`src/rtl/fcmp_pkg.sv`:
```
package fcmp_pkg;
  localparam int EXP_W  = 8;
  localparam int FRAC_W = 23;
  localparam int WORD_W = 1 + EXP_W + FRAC_W;

  typedef struct packed {
    logic nan;
    logic eq;
    logic lt;
  } rel_t;

  // predicate bits: [3] signaling, [2:1] relation class, [0] unordered result
  typedef enum logic [1:0] {
    REL_NONE = 2'd0,
    REL_EQ   = 2'd1,
    REL_LT   = 2'd2,
    REL_LE   = 2'd3
  } relsel_t;
endpackage

```
`src/rtl/fcmp_classify.sv`:
```
module fcmp_classify #(
  parameter int EXP_W  = 8,
  parameter int FRAC_W = 23,
  localparam int WORD_W = 1 + EXP_W + FRAC_W
) (
  input  logic [WORD_W-1:0] word,
  output logic              is_nan,
  output logic              is_zero,
  output logic              sign,
  output logic [WORD_W-2:0] mag
);
  assign sign    = word[WORD_W-1];
  assign mag     = word[WORD_W-2:0];
  assign is_nan  = (&word[WORD_W-2:FRAC_W]) && (|word[FRAC_W-1:0]);
  assign is_zero = ~|mag;
endmodule

```
`src/rtl/fcmp_relate.sv`:
```
module fcmp_relate
  import fcmp_pkg::*;
#(
  parameter int EXP_W  = 8,
  parameter int FRAC_W = 23,
  localparam int WORD_W = 1 + EXP_W + FRAC_W
) (
  input  logic [WORD_W-1:0] a,
  input  logic [WORD_W-1:0] b,
  output rel_t              rel
);
  logic a_nan, a_zero, a_sign, b_nan, b_zero, b_sign;
  logic [WORD_W-2:0] a_mag, b_mag;

  fcmp_classify #(.EXP_W(EXP_W), .FRAC_W(FRAC_W)) u_ca (
    .word(a), .is_nan(a_nan), .is_zero(a_zero), .sign(a_sign), .mag(a_mag));
  fcmp_classify #(.EXP_W(EXP_W), .FRAC_W(FRAC_W)) u_cb (
    .word(b), .is_nan(b_nan), .is_zero(b_zero), .sign(b_sign), .mag(b_mag));

  function automatic logic [1:0] order_sm(input logic sa, input logic [WORD_W-2:0] ma,
                                          input logic sb, input logic [WORD_W-2:0] mb,
                                          input logic both_zero);
    // returns {eq, lt}
    if (both_zero)       return 2'b10;
    if (sa != sb)        return {1'b0, sa};
    if (ma == mb)        return 2'b10;
    if (sa)              return {1'b0, ma > mb};
    return {1'b0, ma < mb};
  endfunction

  logic [1:0] ord;
  always_comb begin
    ord     = order_sm(a_sign, a_mag, b_sign, b_mag, a_zero && b_zero);
    rel.nan = a_nan | b_nan;
    rel.eq  = ord[1] & ~rel.nan;
    rel.lt  = ord[0] & ~rel.nan;
  end
endmodule

```
`src/rtl/fcmp_pred_unit.sv`:
```
module fcmp_pred_unit
  import fcmp_pkg::*;
#(
  parameter int EXP_W  = 8,
  parameter int FRAC_W = 23,
  localparam int WORD_W = 1 + EXP_W + FRAC_W
) (
  input  logic              clk,
  input  logic              rst_n,
  input  logic              in_valid,
  input  logic [WORD_W-1:0] op_a,
  input  logic [WORD_W-1:0] op_b,
  input  logic [3:0]        pred_code,
  input  logic              inv_trap_en,
  output logic              out_valid,
  output logic              cmp_result,
  output logic              inv_cause,
  output logic              inv_sticky,
  output logic              exc_req
);
  rel_t rel;
  fcmp_relate #(.EXP_W(EXP_W), .FRAC_W(FRAC_W)) u_rel (
    .a(op_a), .b(op_b), .rel(rel));

  function automatic logic eval_pred(input logic [3:0] code, input rel_t r);
    relsel_t sel;
    sel = relsel_t'(code[2:1]);
    if (r.nan) return code[0];
    unique case (sel)
      REL_NONE: return 1'b0;
      REL_EQ:   return r.eq;
      REL_LT:   return r.lt;
      default:  return r.lt | r.eq;
    endcase
  endfunction

  // named internal events for the checker
  logic pred_now, invalid_hit;
  assign pred_now    = eval_pred(pred_code, rel);
  assign invalid_hit = in_valid & rel.nan & pred_code[3];

  always_ff @(posedge clk or negedge rst_n) begin
    if (!rst_n) begin
      out_valid  <= 1'b0;
      cmp_result <= 1'b0;
      inv_cause  <= 1'b0;
      inv_sticky <= 1'b0;
      exc_req    <= 1'b0;
    end else begin
      out_valid <= in_valid;
      if (in_valid) begin
        cmp_result <= pred_now;
        inv_cause  <= invalid_hit;
        exc_req    <= invalid_hit & inv_trap_en;
        if (invalid_hit) inv_sticky <= 1'b1;
      end
    end
  end
endmodule

```
`config.mk`:
```
export PLATFORM = sky130hd
export DESIGN_NAME = fcmp_pred_unit
export DESIGN_NICKNAME = d
export VERILOG_FILES = /design/src/rtl/fcmp_pkg.sv /design/src/rtl/fcmp_classify.sv /design/src/rtl/fcmp_relate.sv /design/src/rtl/fcmp_pred_unit.sv
export SDC_FILE = /design/constraint.sdc
export NUM_CORES = 1
export LEC_CHECK = 0
export ABC_CLOCK_PERIOD_IN_PS = 2500
export CAP_MARGIN = 15
export CORE_UTILIZATION = 45
export CTS_CLUSTER_DIAMETER = 30
export DETAILED_ROUTE_END_ITERATION = 8
export GPL_ROUTABILITY_DRIVEN = 0
export PLACE_DENSITY = 0.86
export SYNTH_ARGS = -nofsm -noshare
export SYNTH_HDL_FRONTEND = slang
export SYNTH_HIERARCHICAL = 1
export SYNTH_SLANG_ARGS = --single-unit
```
`constraint.sdc`:
```
create_clock -name clk -period 2.5 [get_ports clk]
set_clock_uncertainty 0.2 [all_clocks]
set_input_delay 0.375 -clock clk [delete_from_list [all_inputs] [get_ports clk]]
set_output_delay 0.375 -clock clk [all_outputs]
set_load 0.1 [all_outputs]
```
== Word level (Yosys, flattened, before mapping) ==
Cells that the tools add are included.

* Add/sub/neg operators: 0
* $mul: 0
* Div/mod/pow operators: 0
* Order comparisons: 2
* Eq/ne operators: 4
* Shift operators: 0
* Mux-type cells: 22
* Bitwise operators: 8
* Reduce and logical (&&, ||, !) cells: 13

{| class="wikitable"
|+ Operators with widths
! cell !! number
|-
| OR reduction 31 bit || 2
|-
| OR reduction 23 bit || 2
|-
| equality test 31 bit || 1
|-
| greater-than comparator 31 bit || 1
|-
| less-than comparator 31 bit || 1
|-
| two-way mux 2 bit || 8
|-
| AND reduction 8 bit || 2
|-
| two-way mux 1 bit || 13
|-
| bitwise AND 1 bit || 5
|-
| logical AND 1 bit || 3
|-
| case mux 1 bit (3 select lines) || 1
|-
| equality test 2 x 1 -> 1 bit (second input constant) || 1
|-
| equality test 2 bit (second input constant) || 1
|-
| logical NOT 1 bit || 2
|-
| logical NOT 2 bit || 1
|-
| bitwise OR 1 bit || 2
|-
| AND reduction 2 bit || 1
|-
| != test 1 bit || 1
|-
| inverter 1 bit || 1
|}

* Flip-flop bits (word level): 5
* Latch bits: 0
* Memory bits (writable): 0
* Memory bits (read-only): 0
* Word-level logic and storage cells: 54
* Memories: 0

== Longest topological paths before layout ==
* Depth after elaboration: 18
* Depth in mapped cells: 11
* Mapped depth without buffers: 10

== Cells and area by module ==
Netlist, hierarchy kept.

{| class="wikitable"
|+ Modules (own cells, without submodules)
! module !! times used !! cells an instance !! area each (um^2) !! sequential area each (um^2)
|-
| fcmp_relate || 1 || 119 || 825.8 || 0.0
|-
| fcmp_classify || 2 || 48 || 342.8 || 0.0
|-
| fcmp_pred_unit || 1 || 17 || 195.2 || 125.1
|}

== Worst setup path after synthesis ==
Ideal clock, no wire load.

* Path kind: input to register
* Start: input op_a[30]
* End: register cmp_result
* Data arrival time: 2492 ps
* Path slack: -316 ps
* Stages: 10
* Path buffers: 1
* Cells stage by stage: buf_4 ha_1 nand3_1 or3_1 or4_1 a32o_1 a21oi_1 nor4b_2 a221oi_2 nor2_1

{| class="wikitable"
|+ RTL lines
! item !! line !! text
|-
| start, declared || fcmp_pred_unit.sv:11 || <nowiki>input logic [WORD_W-1:0] op_a,</nowiki>
|-
| end signal, assigned || fcmp_pred_unit.sv:52 || <nowiki>cmp_result <= pred_now;</nowiki>
|-
| end, declared || fcmp_pred_unit.sv:16 || <nowiki>output logic cmp_result,</nowiki>
|}

==> key figures <==
Clock network
  – Clk slew on worst S/H paths: 0.03 ns
  – Clock Tree Buf Depth: 2
  – CTS tree: built
  – Cts-stage hold buffer count: 0
  – H-tree depth: 1
  – Root Driver: clkbuf_8
  – Worst-Skew Late Latency: 0.22 ns
  – Cts bufs inserted: 3
  – Clock Sinks: 5

Cells and area
  – Share of layout cells above drive strength 1: 0.434
  – P&R area growth vs syn: 64.6%
  – ANT cells: 0
  – Layout Nets: 392

Synthesis
  – Top-count cell post-synth: buf_4
  – Mapped cell area: 1710 sq um
  – Avg Inst Size Synth: about 7.4 sq um
  – XOR/XNOR Fraction of Synth Area: 0
  – Ys Warns: 6
  – Synth Area in Compound Gates: 0.121
  – Post-synthesis mux area share: 0
  – Post-synth top flop: dfrtp_1
  – Netlist cell types: 30
  – Synthesized flop and latch total: 5
  – Main area contributors after synthesis: buf_4, ha_1, inv_1
  – Adder-cell area share of the yosys netlist: 0.227
  – Top post-synthesis cells by count: buf_4, inv_1, ha_1, a21oi_1, nand2_1
  – EDFF count, synth: 0
  – Post-synthesis sequential area ratio: 0.0733
  – Ys async rst share: 1.00
  – Synthesized instance count: about 230
  – Syn Nets: 335
  – Main combinational cell family by area after synthesis: buffers and inverters
  – Cell accounting for the most synthesized area: buf_4
  – Top-area cell type share of the netlist area: 0.282
  – Simple-gate share of the synthesized area: 0.222

STA
  – Fmax: 394 MHz
  – Worst rel slew slack: 0.717
  – Minimum clock period after layout: 2.54 ns
  – Max-slew violations: 0
  – Hold Fails Final Rpt: 0
  – Setup TNS: -0.0384 ns
  – Final setup margin: -0.0384 ns
  – Least-Margin Pin Slew: 0.420 ns
  – Worst hold slack: 0.174 ns
  – Setup violators final: 1
  – RSZ-0062 raised after global routing: true
  – Tcrit/Tclk final: 1.02

Worst setup path
  – Peak per-stage delay on the critical path: 0.43 ns
  – Crit-path cells: buf_2 -> ha_4 -> nand2_2 -> or3_4 -> or4_4 -> a32o_2 -> a21oi_2 -> nor4b_2 -> a221oi_2 -> nor2_1
  – Crit Path Max Fanout: 2
  – Startpoint types: primary input
  – CP max-delay cell: or4_4
  – Worst reg2reg setup slack: 1.61 ns
  – Crit path DAT: between 2 and 2.5 ns
  – Reg-to-reg endpoint: cmp_result$_DFFE_PN0P_
  – CP Capture Point: cmp_result$_DFFE_PN0P_
  – CP Capture Type: flop
  – Critical path type: in -> reg
  – Crit. Startpoint: op_a[26]
  – R2R cell count: 2
  – Data required time of the worst path: between 2 and 2.5 ns
  – Worst r2r src: cmp_result$_DFFE_PN0P_

GRT
  – GRT Resource Usage Total: 0.233
  – Initial antenna violation count: 0
  – Vias in the first global route: 1863
  – First-pass GRT wire length: 7.43 mm
  – Remaining Overflow, GRT: 0
  – Largest net degree at the start of global routing: 9

Placed design
  – IO buf count: 76
  – DP Wirelength: approximately 3.6 mm
  – DP Worst Slack: -0.734 ns

Pwr
  – NetSw: 0.000247 W
  – Internal power contribution: between 0.0004 and 0.0005 W
  – Sw Share: 0.358
  – Clk pwr share: 0.215
  – Reg power frac: 0.128
  – Leak: approximately 1.4 nW
  – Maximum VDD drop: 0.457 mV
  – Pwr dens: 246 nW/um^2
  – Comb pwr share: 0.658

Route
  – WL/cell: between 15 and 20 microns
  – Starting DRT DRC Count: 76
  – DRC Markers: 0
  – Via count: 1852
  – Routed WL: about 5.5 mm
  – DR pass1 iterations: 4
  – Via density: 5.51
  – Routed Antenna Nets: 0

Min path
  – Worst min-delay path class: in -> async

Floorplanning
  – Initial Util: 0.466
  – I/O Pins: 77
  – Die Wd: 63.6 microns
  – Core area: 3660 sq um
  – Row count: 22
  – Die ar.: 4040 sq um
  – Chip height: 63.6 microns

Outcome
  – Failing checks: setup timing
  – Status: finished with violations

Flow run
  – Max_cap viols: 0
==> cell usage in the layout, fill, tap and decap left out, types with 5 or more instances in the layout <==
cell type and n:
a21oi_1 12, buf_4 45, buf_6 9, buf_8 5
clkdlybuf4s50_1 27, dfrtp_1 5, dlymetal6s2s_1 25, ha_1 10
ha_4 21, inv_1 16, inv_2 14, nand2_1 12
nand4_1 10, nor4_1 11
==> flip-flops by register name, indices dropped and copies added (netlist names) <==
register and cells:
cmp_result 1, exc_req 1, inv_cause 1, inv_sticky 1, out_valid 1
==> per-stage QoR <==
step           cell area [sq um]   util  power (W)  instances
2_1_floorplan               1800      -   0.000313        232
3_3_place_gp                2350  0.643   0.000439        325
3_5_place_dp                2350  0.643   0.000449        325
4_1_cts                     2540  0.695   0.000630        337
5_1_grt                     2810  0.767   0.000733        336
6_report                    2810  0.767   0.000690        336
==> power groups by stage <==
stage          Clock, W  Sequential (W)  Combinational (W)
6_report       0.000148       0.0000880           0.000454
2_1_floorplan         0        0.000121           0.000192
3_5_place_dp          0       0.0000891           0.000360
4_1_cts        0.000152       0.0000882           0.000390
3_3_place_gp          0       0.0000892           0.000350
5_1_grt        0.000161       0.0000886           0.000484
==> metal layers <==
metal / routed length (microns) / part of all wire / up-vias / global-route usage
li1: - / - / 858 / -
met1: 2020 / 0.37 / 874 / 0.236
met2: 2870 / 0.52 / 91 / 0.436
met3: 326 / 0.059 / 29 / 0.0417
met4: 277 / 0.050 / 0 / 0.136
met5: 0 / 0 / - / 0
==> worst min-delay path by stage <==
stage | endpoint | depth (start not counted) | slack, ns | start
after floorplan | cmp_result$_DFFE_PN0P_ | 0 | -0.12 | rst_n
after global placement | inv_sticky$_DFFE_PN0P_ | 1 | 0.26 | inv_sticky$_DFFE_PN0P_
after detailed placement | inv_sticky$_DFFE_PN0P_ | 1 | 0.27 | inv_sticky$_DFFE_PN0P_
after CTS | inv_cause$_DFFE_PN0P_ | 1 | 0.18 | rst_n
after global routing | inv_cause$_DFFE_PN0P_ | 1 | 0.19 | rst_n
final | inv_cause$_DFFE_PN0P_ | 1 | 0.17 | rst_n
==> cell type report <==
type / instances / area [sq um]
well taps: 48 / 60.1
clock buffers: 4 / 45.0
flip-flops and latches: 5 / 125
multi-input cells: 129 / 1310
inverters: 34 / 138
fillers: 240 / 852
repair buffers: 116 / 1130
==> cell families (layout without fill, tap and decap cells) <==
logic type	Yosys count	in the layout
adders and majority gates	31	31
buffers and inverters	98	154
and+or+nand+nor	65	65
AOI/OAI and AO/OA	33	33
DFF	5	5
==> worst max-delay path: cells and delay by family <==
kind / cells / cell delay [ns]
AO/OA/AOI/OAI: 3 / 0.67
AND/OR/NAND/NOR: 5 / 1.00
buffers and inverters: 1 / 0.13
adder cells (fa/ha/maj): 1 / 0.27
==> repair_timing <==
| item | in CTS | in global routing |
|---|---|---|
| endpoints found under the setup margin | 1 | 1 |
| pin swaps | 17 | 22 |
| setup buffers | 8 | 0 |
| endpoints found under the hold margin | 0 | 0 |
| gates resized for setup | 99 | 71 |
Note: power is estimated with default switching activity, not from simulation.
